### src/rtl/asu_pkg.sv
package asu_pkg;
  localparam int unsigned ASU_WORD_W = 16;
  localparam int unsigned ASU_CNT_W  = 6;

  typedef struct packed {
    logic n;
    logic z;
    logic v;
    logic c;
  } asu_flags_t;
endpackage

### src/rtl/asu_rst_sync.sv
module asu_rst_sync (
  input  logic clk,
  input  logic rst_n,
  output logic rst_n_sync
);
  logic [1:0] sync_q;

  always_ff @(posedge clk or negedge rst_n) begin
    if (!rst_n) sync_q <= 2'b00;
    else        sync_q <= {sync_q[0], 1'b1};
  end

  assign rst_n_sync = sync_q[1];
endmodule

### src/rtl/asu_shift_core.sv
module asu_shift_core #(
  parameter int unsigned W     = 16,
  parameter int unsigned CNT_W = 6
) (
  input  logic [W-1:0]     src,
  input  logic [CNT_W-1:0] cnt,
  output logic [W-1:0]     res,
  output logic             carry
);
  localparam int unsigned IDX_W = (W > 1) ? $clog2(W) : 1;

  logic             is_right;
  logic [CNT_W-1:0] mag;
  logic             sign;
  logic             past_width;
  logic [IDX_W-1:0] lidx;
  logic [IDX_W-1:0] ridx;

  // magnitude of the signed count; -2^(CNT_W-1) maps to 2^(CNT_W-1)
  assign is_right   = cnt[CNT_W-1];
  assign mag        = is_right ? (~cnt + 1'b1) : cnt;
  assign sign       = src[W-1];
  assign past_width = (32'(mag) >= W);
  assign lidx       = IDX_W'(W - 32'(mag));
  assign ridx       = IDX_W'(32'(mag) - 1);

  always_comb begin
    res   = src;
    carry = 1'b0;
    if (mag == '0) begin
      res   = src;
      carry = 1'b0;
    end else if (!is_right) begin
      if (past_width) begin
        res   = '0;
        carry = (32'(mag) == W) ? src[0] : 1'b0;
      end else begin
        res   = src << mag;
        carry = src[lidx];
      end
    end else begin
      if (past_width) begin
        res   = {W{sign}};
        carry = sign;
      end else begin
        res   = W'($signed(src) >>> mag);
        carry = src[ridx];
      end
    end
  end
endmodule

### src/rtl/asu_flag_gen.sv
module asu_flag_gen
  import asu_pkg::*;
#(
  parameter int unsigned W = 16
) (
  input  logic             src_sign,
  input  logic [W-1:0]     res,
  input  logic             carry,
  output asu_flags_t       flags
);
  always_comb begin
    flags.n = res[W-1];
    flags.z = (res == '0);
    flags.v = res[W-1] ^ src_sign;
    flags.c = carry;
  end
endmodule

### src/rtl/arith_shift_unit.sv
module arith_shift_unit
  import asu_pkg::*;
#(
  parameter int unsigned WORD_W = ASU_WORD_W,
  parameter int unsigned CNT_W  = ASU_CNT_W
) (
  input  logic              clk,
  input  logic              rst_n,
  input  logic              start_i,
  input  logic              pair_mode_i,
  input  logic [CNT_W-1:0]  count_i,
  input  logic [WORD_W-1:0] hi_word_i,
  input  logic [WORD_W-1:0] lo_word_i,
  output logic [WORD_W-1:0] hi_res_o,
  output logic [WORD_W-1:0] lo_res_o,
  output logic              flag_n_o,
  output logic              flag_z_o,
  output logic              flag_v_o,
  output logic              flag_c_o,
  output logic              done_o
);
  localparam int unsigned PAIR_W = 2 * WORD_W;

  logic rst_n_int;

  asu_rst_sync u_rst (
    .clk        (clk),
    .rst_n      (rst_n),
    .rst_n_sync (rst_n_int)
  );

  // Two datapaths, one per operand width, chosen by a generate loop
  logic [WORD_W-1:0] s_res;
  logic              s_carry;
  asu_flags_t        s_flags;
  logic [PAIR_W-1:0] p_src;
  logic [PAIR_W-1:0] p_res;
  logic              p_carry;
  asu_flags_t        p_flags;

  assign p_src = {hi_word_i, lo_word_i};

  for (genvar g = 0; g < 2; g++) begin : g_path
    if (g == 0) begin : g_single
      asu_shift_core #(.W(WORD_W), .CNT_W(CNT_W)) u_core (
        .src   (hi_word_i),
        .cnt   (count_i),
        .res   (s_res),
        .carry (s_carry)
      );
      asu_flag_gen #(.W(WORD_W)) u_flags (
        .src_sign (hi_word_i[WORD_W-1]),
        .res      (s_res),
        .carry    (s_carry),
        .flags    (s_flags)
      );
    end else begin : g_pair
      asu_shift_core #(.W(PAIR_W), .CNT_W(CNT_W)) u_core (
        .src   (p_src),
        .cnt   (count_i),
        .res   (p_res),
        .carry (p_carry)
      );
      asu_flag_gen #(.W(PAIR_W)) u_flags (
        .src_sign (p_src[PAIR_W-1]),
        .res      (p_res),
        .carry    (p_carry),
        .flags    (p_flags)
      );
    end
  end

  // next-state
  logic [WORD_W-1:0] hi_d, lo_d, hi_q, lo_q;
  asu_flags_t        flags_d, flags_q;
  logic              load_en;
  logic              done_q;

  assign load_en = start_i;

  always_comb begin
    if (pair_mode_i) begin
      hi_d    = p_res[PAIR_W-1:WORD_W];
      lo_d    = p_res[WORD_W-1:0];
      flags_d = p_flags;
    end else begin
      hi_d    = s_res;
      lo_d    = lo_word_i;
      flags_d = s_flags;
    end
  end

  // registers
  always_ff @(posedge clk or negedge rst_n_int) begin
    if (!rst_n_int) begin
      hi_q    <= '0;
      lo_q    <= '0;
      flags_q <= '0;
      done_q  <= 1'b0;
    end else begin
      done_q <= load_en;
      if (load_en) begin
        hi_q    <= hi_d;
        lo_q    <= lo_d;
        flags_q <= flags_d;
      end
    end
  end

  assign hi_res_o = hi_q;
  assign lo_res_o = lo_q;
  assign flag_n_o = flags_q.n;
  assign flag_z_o = flags_q.z;
  assign flag_v_o = flags_q.v;
  assign flag_c_o = flags_q.c;
  assign done_o   = done_q;
endmodule

### config.mk
export PLATFORM = sky130hd
export DESIGN_NAME = arith_shift_unit
export DESIGN_NICKNAME = d
export VERILOG_FILES = /design/src/rtl/asu_pkg.sv /design/src/rtl/asu_rst_sync.sv /design/src/rtl/asu_shift_core.sv /design/src/rtl/asu_flag_gen.sv /design/src/rtl/arith_shift_unit.sv
export SDC_FILE = /design/constraint.sdc
export NUM_CORES = 1
export LEC_CHECK = 0
export BUFFER_PORTS_ARGS = -buffer_cell sky130_fd_sc_hd__buf_2
export CELL_PAD_IN_SITES_DETAIL_PLACEMENT = 1
export CELL_PAD_IN_SITES_GLOBAL_PLACEMENT = 2
export CORE_ASPECT_RATIO = 1.5
export CORE_MARGIN = 1
export CORE_UTILIZATION = 29
export CTS_BUF_LIST = sky130_fd_sc_hd__clkbuf_8
export DETAILED_ROUTE_END_ITERATION = 6
export PLACE_DENSITY_LB_ADDON = 0.12
export SLEW_MARGIN = 20
export SYNTH_ARGS = -nofsm -noshare
export SYNTH_HDL_FRONTEND = slang
export SYNTH_SLANG_ARGS = --single-unit
### constraint.sdc
create_clock -name clk -period 1.9 [get_ports clk]
set_input_delay 0.19 -clock clk [delete_from_list [all_inputs] [get_ports clk]]
set_output_delay 0.19 -clock clk [all_outputs]
set_load 0.02 [all_outputs]
### Word-level counts from Yosys, hierarchy flattened

Index checks and enable logic that the tools add are counted.

| storage, ports and cells | value |
|---|---|
| register bits after elaboration | 39 |
| input bits | 42 |
| output and inout port bits | 37 |
| logic and storage cells | 60 |

| cells by class | value |
|---|---|
| $add $sub $neg | 4 |
| order comparisons | 6 |
| equal/unequal tests | 2 |
| shift operators | 4 |
| mux-type cells | 30 |
| bitwise logic cells | 3 |
| reduce and logical (&&, ||, !) cells | 3 |

Operator list:

| operator | number |
|---|---|
| 32-bit two-way mux | 4 |
| 16-bit two-way mux | 6 |
| 32-bit logical NOT | 1 |
| 32-bit by 6-bit << shifter with 32-bit output | 1 |
| 32-bit by 6-bit >>> shifter with 32-bit output | 1 |
| 16-bit logical NOT | 1 |
| 16-bit by 6-bit << shifter with 16-bit output | 1 |
| 16-bit by 6-bit >>> shifter with 16-bit output | 1 |
| 1-bit two-way mux | 14 |
| 5-bit by 6-bit less-than comparator with 1-bit output (second input constant) | 2 |
| 1-bit binary-select mux with 5-bit select | 2 |
| 4-bit by 5-bit less-than comparator with 1-bit output (second input constant) | 2 |
| 1-bit binary-select mux with 4-bit select | 2 |
| 6-bit by 1-bit adder with 6-bit output (second input constant) | 1 |
| 6-bit by 5-bit == test with 1-bit output (second input constant) | 1 |
| 6-bit == test (second input constant) | 1 |
| 6-bit by 5-bit greater-or-equal comparator with 1-bit output (second input constant) | 1 |
| 6-bit greater-or-equal comparator (second input constant) | 1 |
| 6-bit logical NOT | 1 |
| 6-bit two-way mux | 1 |
| 6-bit NOT | 1 |
| 1-bit by 5-bit subtractor with 5-bit output (first input constant) | 1 |
| 5-bit by 1-bit subtractor with 5-bit output (second input constant) | 1 |
| 4-bit two-way mux | 1 |
| 2 further kinds | 3 |

### Depth between registers and ports, before layout

Gate-level depths: netlist (run 1).

| depth | value |
|---|---|
| depth after elaboration | 10 |
| depth in mapped cells | 26 |

### Hierarchy

A second synthesis (run 1) with hierarchy kept.

| unflattened totals | value |
|---|---|
| cells, all modules | 1154 |
| area, all modules | 8750.9 µm² |

By module, submodules not included:

| module | times used | cells each | area each (µm²) | sequential area each (µm²) |
|---|---|---|---|---|
| asu_shift_core (g_path[1].g_pair.u_core) | 1 | 583 | 4362.9 | 0.0 |
| asu_shift_core (g_path[0].g_single.u_core) | 1 | 389 | 2464.9 | 0.0 |
| arith_shift_unit | 1 | 157 | 1709.1 | 925.9 |
| asu_flag_gen (g_path[1].g_pair.u_flags) | 1 | 14 | 102.6 | 0.0 |
| asu_flag_gen (g_path[0].g_single.u_flags) | 1 | 8 | 57.6 | 0.0 |
| asu_rst_sync | 1 | 3 | 53.8 | 50.0 |

### Least setup slack after synthesis (run 1)

OpenSTA, ideal clock, no wires.

| timing path | value |
|---|---|
| path type | input-to-reg |
| start | input port count_i[0] |
| end | register flags_q (netlist bit flag_z_o) |
| setup time | 0.067 ns |
| arrival time | 4.769 ns |
| required time | 1.833 ns |
| path slack | -2.936 ns |
| stages | 25 |
| buffers on the path | 9 |
| cells stage by stage | buf_4 > inv_1 > buf_4 > buf_4 > buf_1 > ha_1 > mux2_4 > buf_12 > inv_6 > buf_4 > buf_2 > buf_2 > ha_1 > nor4b_1 > a41oi_1 > a211o_1 > buf_4 > mux2i_1 > a211oi_1 > a2111o_1 > nor4_1 > nand4b_1 > nor4_2 > nand4_1 > nand2_1 |

| between the ends | value |
|---|---|
| word-level cells in the longest chain between the ends | 9 |

Ends and longest elaborated chain:

| what | line | source |
|---|---|---|
| start: declaration | arith_shift_unit.sv:11 | `input logic [CNT_W-1:0] count_i,` |
| 6-bit NOT | asu_shift_core.sv:21 | `assign mag = is_right ? (~cnt + 1'b1) : cnt;` |
| 6-bit by 1-bit adder with 6-bit output | asu_shift_core.sv:21 |  |
| 6-bit two-way mux (*) | asu_shift_core.sv:21 |  |
| 32-bit by 6-bit << shifter with 32-bit output, or another cell as far along | asu_shift_core.sv:38 | `res = src << mag;` |
| 32-bit two-way mux, or another cell as far along | asu_shift_core.sv:34 | `if (past_width) begin` |
| 32-bit two-way mux or 16-bit two-way mux (tied branches) | asu_shift_core.sv:33 | `end else if (!is_right) begin` |
| 32-bit two-way mux or 16-bit two-way mux (tied branches) | asu_shift_core.sv:30 | `if (mag == '0) begin` |
| 32-bit logical NOT or 16-bit logical NOT (tied branches) | asu_flag_gen.sv:13 | `flags.z = (res == '0);` |
| 4-bit two-way mux (*) | arith_shift_unit.sv:82 | `if (pair_mode_i) begin` |
| end signal: assignment | arith_shift_unit.sv:105 | `flags_q <= flags_d;` |
| end: declaration | arith_shift_unit.sv:75 | `asu_flags_t flags_d, flags_q;` |

Every way passes the cells marked *; elsewhere a longest branch is shown, timed or not.
A chain may end at the register's enable or synchronous reset.

### Worst setup path after layout (run 1)

| timing path | value |
|---|---|
| start | input port count_i[1] |
| end | register flags_q (netlist bit flag_z_o) |

Same word-level chain as after synthesis.

==> metrics.cfg, run 1 <==
[worst_setup_path]
cp.arrival_ps = 3500
cp-start-kind = input pin
critPathRequiredTime_ps = 2150
r2r_slack_ps = 1010
path_max_fanout = 3
endpoint_kind = register
r2r_start = flag_z_o
worstSetupStartpoint = count_i[1]
cp-endpoint = flag_z_o
reg2reg_depth = 3
path_class = input pin to register
regToRegEndpoint = flag_z_o

[worst_hold_path]
hold_class = input pin to async pin

[run]
cap_violations = 0

[synth]
syn-cell-area_sq_um = 7462
avgSynthCellArea_sq_um = 7.396
synth_top_area_share_pct = 12.74
synth_seq_area_share_pct = 12.74
synth-seq-cells = 38
synth-edff-count = 0
synth-async-reset-ratio_pct = 100.0
synth.yosys.warnings = 0
synth_area_leaders = dfrtp_1 13%, mux2i_1 9.7%, mux4_2 9.1%
syn_inst = 1009
synth-main-ff-cell = dfrtp_1
synth_cell_types = 86
synth_fp_nets = 1054
yosysTopAreaCell = dfrtp_1

[routing]
routedWlPerCell_microns = 27.95
route.vias.total = 10550
drc = 0
via_per_inst = 5.919
drt-total-wl_microns = 49830
drtPass1Iterations = 6
ant_nets = 0
drt_iter0_markers = 606

[timing]
skew_ps = 10.59
clock.fmax_mhz = 307.9
finalCritPeriodShare_pct = 170.9
tightest_slew_ps = 613.1
period_minus_slack_ps = 3248
relSlewSlack_pct = 58.75
worst_slack_ps = -1348
slew_viol_final = 0
finalSetupViolCount = 35
hold_violations = 0
rsz0062_at_grt = yes

[cells_and_area]
finalNetCount = 1499
layout_common_cells = 381 x buf_4, 130 x nand2_1, 77 x nor2_1
regArea_sq_um = 950.9
num_antenna_cells = 0
drive_gt1_share_pct = 54.98
layoutNonFillerInstCount = 1783
syn_to_final_growth_pct = 76.16
n_fill_cell = 3049
multiInputGateArea_sq_um = 7202
final_common_cell = buf_4

[floorplan]
ios = 79
rows = 71
die_y_microns = 198.5
core_area_sq_um = 25140
die_w_microns = 133.0
dieArea_sq_um = 26390
initial_core_util_pct = 29.68

[power]
total_power_w = 0.007750
power_leakage_nw = 5.821
power_per_cell_area_nw_per_um2 = 589.6
max-vdd-ir-drop_uv = 595.2

[clock_tree]
clock_latency_ps = 310
cts_buffers = 5
cts_sinks = 38
cts_tree = yes
root_buffer = clkbuf_8
path_clk_slew_ps = 90
h-tree-depth = 2
cts_buffer_depth = 2

[global_routing]
grt_start_max_net_pins = 56
grt_first_pass_wirelength_microns = 72390
grt_pass1_vias = 11150
overflow = 0
track_usage_pct = 37.62
antenna_found_initial = 1

[placed_design]
dpl.cell_count = 1713
portBuffers = 78
hpwl_microns = 39990
gp_congestion = 1.016

[outcome]
violations = negative setup slack
status = finished, violations left

-- worst max-delay path: stages --
cell and delay, ps:
buf_6 100, inv_4 50, ha_4 190, mux2_4 290, inv_8 60, ha_4 150
nor4b_4 210, a41oi_2 100, buf_4 190, a211oi_4 320, buf_6 150, o21ai_4 50
a22oi_2 230, a31oi_4 70, a221oi_4 240, or3b_4 430, nor4b_4 280, nand4_1 120
nand2_1 70
-- registers in the layout, summed over array words and instances (netlist names) --
signal,count
done_o,1
flag_v_o,1
lo_res_o,16
u_rst.sync_q,2
flag_c_o,1
hi_res_o,16
flag_z_o,1
-- logic make-up (layout without fill, tap and decap cells) --
logic type	Yosys count	count (layout)	share of synthesized area [%]
flip-flops	38	38	12.74
other	1	1	0.05025
XOR/XNOR	10	10	1.526
AO/OA/AOI/OAI	326	326	28.71
AND/OR/NAND/NOR	373	373	23.24
buffers and inverters	116	562	8.233
multiplexers	142	142	25.00
adder cells (fa/ha/maj)	3	3	0.5031
-- power breakdown --
| part | total [W] | switching (W) | internal (W) | leakage (nW) |
|---|---|---|---|---|
| Sequential | 0.00102 | 0.0000741 | 0.000943 | 0.448 |
| Combinational | 0.00587 | 0.00318 | 0.00269 | 5.30 |
| Clock | 0.000862 | 0.000302 | 0.000560 | 0.0714 |
-- layout make-up --
type | count | share of cell area (%)
Clock inverter | 2 | 0.4569
Sequential cell | 38 | 7.234
Multi-Input combinational cell | 855 | 54.79
Timing Repair Buffer | 534 | 33.10
Clock buffer | 6 | 0.6282
Tap cell | 328 | 3.122
Inverter | 20 | 0.6663
-- through the flow --
step	cell area, sq um	setup WS, ps	utilization (%)	setup TNS [ps]	hold WS [ps]
floorplan	7755	-2086	-	-57230	-105.6
global placement	11050	-1750	43.95	-46230	-24.31
detailed placement	11050	-1742	43.95	-47800	-20.28
CTS	12550	-1210	49.90	-29420	213.1
global route	13150	-1458	52.29	-35700	213.6
finish	13150	-1348	52.29	-33070	213.1
-- how the worst min path moves through the flow --
stage,startpoint,end,slack [ps],cells past startpoint
final,rst_n,u_rst.sync_q[1],210,2
after global routing,rst_n,u_rst.sync_q[1],210,2
after CTS,rst_n,u_rst.sync_q[1],210,2
after detailed placement,rst_n,u_rst.sync_q[1],-20,1
after global placement,rst_n,u_rst.sync_q[1],-20,1
after floorplan,rst_n,u_rst.sync_q[0],-110,0
-- layer usage --
metal	up-vias	global-route usage (%)	wire, microns
met2	463	66.74	24310
met5	-	0	25
met3	207	1.784	2089
met4	2	29.93	4810
met1	5168	42.01	18600
li1	4713	-	-
-- synth_stat cells (all sizes together) (15+ instances only) --
cell type,n
inv,20
nand2,144
mux2,39
nand2b,16
a31oi,23
nor2,95
buf,61
clkbuf,35
nand3,34
mux2i,72
dfrtp,38
mux4,31
o21ai,63
a21oi,91
o211ai,23
o22ai,15
nor3,29
-- repair_timing --
action	4_1_cts	5_1_grt
endpoints found under the hold margin	2	0
hold buffers	1	0
gates resized for setup	204	102
pin swaps	66	41
gates cloned	2	2
setup endpoints to repair	35	35
setup buffers	51	27
Note: power is estimated with default switching activity, not from simulation.
==> run 2, diff against run 1 <==
--- a/config.mk
+++ b/config.mk
@@ -6,8 +6,8 @@
 export NUM_CORES = 1
 export LEC_CHECK = 0
 export BUFFER_PORTS_ARGS = -buffer_cell sky130_fd_sc_hd__buf_2
-export CELL_PAD_IN_SITES_DETAIL_PLACEMENT = 1
-export CELL_PAD_IN_SITES_GLOBAL_PLACEMENT = 2
+export CELL_PAD_IN_SITES_DETAIL_PLACEMENT = 0
+export CELL_PAD_IN_SITES_GLOBAL_PLACEMENT = 1
 export CORE_ASPECT_RATIO = 1.5
 export CORE_MARGIN = 1
 export CORE_UTILIZATION = 29
==> metrics.cfg, run 2 (same netlist as run 1, synthesis figures left out) <==
[outcome]
status = finished, violations left  ; unchanged
violations = negative setup slack  ; unchanged

[cells_and_area]
finalNetCount = 1498  ; was 1499
layout_common_cells = 381 x buf_4, 132 x nand2_1, 80 x nor2_1  ; was 381 x buf_4, 130 x nand2_1, 77 x nor2_1
n_fill_cell = 2436  ; was 3049
fin_area_sq_um = 13000  ; was 13150 sq um
final_common_cell = buf_4  ; unchanged
drive_gt1_share_pct = 54.88  ; was 54.98%
syn_to_final_growth_pct = 74.26  ; was 76.16%
num_antenna_cells = 0  ; unchanged

[global_routing]
overflow = 0  ; unchanged
grt_first_pass_wirelength_microns = 67770  ; was 72390 microns
track_usage_pct = 35.12  ; was 37.62%
grt_pass1_vias = 10420  ; was 11150
grt_start_max_net_pins = 56  ; unchanged
antenna_found_initial = 0  ; was 1

[power]
power_leakage_nw = 5.744  ; was 5.821 nW
power_per_cell_area_nw_per_um2 = 569.6  ; was 589.6 nW/um^2
total_power_w = 0.007407  ; was 0.007750 W
max-vdd-ir-drop_uv = 370.7  ; was 595.2 uV

[timing]
tightest_slew_ps = 660.3  ; was 613.1 ps
period_minus_slack_ps = 3194  ; was 3248 ps
hold_violations = 0  ; unchanged
relSlewSlack_pct = 55.98  ; was 58.75%
slew_viol_final = 0  ; unchanged
fin_hold_ws_ps = 219.9  ; was 213.1 ps
finalCritPeriodShare_pct = 168.1  ; was 170.9%
skew_ps = 10.88  ; was 10.59 ps
finalSetupViolCount = 35  ; unchanged
rsz0062_at_grt = yes  ; unchanged
clock.fmax_mhz = 313.1  ; was 307.9 MHz
worst_slack_ps = -1294  ; was -1348 ps

[clock_tree]
clock_latency_ps = 300  ; was 310 ps
cts_buffers = 5  ; unchanged
root_buffer = clkbuf_8  ; unchanged
path_clk_slew_ps = 90  ; about the same
cts_sinks = 38  ; unchanged
cts_buffer_depth = 2  ; unchanged
cts_tree = yes  ; unchanged
h-tree-depth = 2  ; unchanged

[floorplan]
initial_core_util_pct = 29.68  ; unchanged
rows = 71  ; unchanged
die_w_microns = 133.0  ; unchanged
ios = 79  ; unchanged
die_y_microns = 198.5  ; unchanged
dieArea_sq_um = 26390  ; unchanged
core_area_sq_um = 25140  ; unchanged

[worst_setup_path]
path_max_fanout = 4  ; was 3
cp.arrival_ps = 3440  ; was 3500 ps
cp-start-kind = input pin  ; unchanged
path_class = input pin to register  ; unchanged
endpoint_kind = register  ; unchanged
r2r_slack_ps = 980  ; was 1010 ps
critPathRequiredTime_ps = 2150  ; about the same

[worst_hold_path]
hold_class = input pin to async pin  ; unchanged

[placed_design]
placed_area_sq_um = 11060  ; was 11050 sq um
hpwl_microns = 37510  ; was 39990 microns
pre_cts_ws_ps = -1874  ; was -1742 ps
portBuffers = 78  ; unchanged
gp_congestion = 0.9888  ; was 1.016

[routing]
drt_iter0_markers = 966  ; was 606
route.vias.total = 10610  ; was 10550
drtPass1Iterations = 6  ; unchanged
via_per_inst = 5.952  ; was 5.919
drc = 0  ; unchanged
routedWlPerCell_microns = 26.61  ; was 27.95 microns
drt-total-wl_microns = 47410  ; was 49830 microns
ant_nets = 0  ; unchanged

[run]
cap_violations = 0  ; unchanged

-- run 2: changes by cell type in the layout (fill, tap and decap cells not counted), moves of 3 or more --
cell and delta:
mux2_4 -3, mux2i_2 +7, o21ai_1 +5, nor2_1 +3
o21ai_2 -3, buf_6 -5, mux2i_1 -9, nor2_4 -4
mux2_2 +3
-- run 2: layout make-up --
class	count	area (sq um)	share of cell area, %
multi-input combinational	855	7092	54.54
sequential	38	950.9	7.313
inverter	20	90.09	0.6928
clock buffer	6	82.58	0.6350
tap	328	410.4	3.156
clock inverter	2	12.51	0.09622
timing repair buffer	533	4365	33.57
-- run 2: path summary, 6_finish.rpt --
path,start,to,depth (start not counted)
max,count_i[0],flag_z_o,19
min,rst_n,u_rst.sync_q[0],2
max reg2reg,flag_z_o,flag_z_o,3
min reg2reg,u_rst.sync_q[1],lo_res_o[6],1
max in group asynchronous,u_rst.sync_q[1],lo_res_o[0],1
min in group clk,u_rst.sync_q[0],u_rst.sync_q[1],0
-- run 2: per-stage QoR --
step | setup TNS, ps | std cells | utilization [%]
6_report | -29740 | 1782 | 51.72
5_1_grt | -31950 | 1782 | 51.72
4_1_cts | -28630 | 1745 | 47.13
3_5_place_dp | -48500 | 1716 | 43.99
2_1_floorplan | -57230 | 1009 | -
3_3_place_gp | -47090 | 1716 | 43.99
-- run 2: worst max-delay path, stage by stage --
cell and delay (ps):
buf_8 100, inv_6 50, ha_4 180, mux2_4 290, inv_8 70, ha_4 140
nor4b_4 200, a41oi_2 70, buf_4 170, a211oi_4 340, buf_6 180, o21ai_2 50
a22oi_2 180, a31oi_2 70, a221oi_2 210, or3b_4 430, nor4b_4 300, nand4_1 120
nand2_1 90
-- run 2: layer usage --
layer	vias to the layer above	GRT usage [%]	share of wire, %
met5	-	0	0
met1	5165	40.15	38
met4	0	26.82	8.8
li1	4711	-	-
met2	546	60.97	48
met3	184	2.650	5.4
-- run 2: power breakdown --
group          leakage [nW]  switching (W)  internal, W
clock network        0.0472       0.000302     0.000292
logic                  5.25        0.00313      0.00267
registers             0.448      0.0000692     0.000942
total                  5.74        0.00350      0.00391
-- run 2: repair_timing --
item	in CTS	in global routing
setup buffers	24	38
pin swaps	30	56
cloned	0	4
endpoints found under the setup margin	35	35
endpoints found under the hold margin	2	0
hold buffers	1	0
resized for setup	111	182
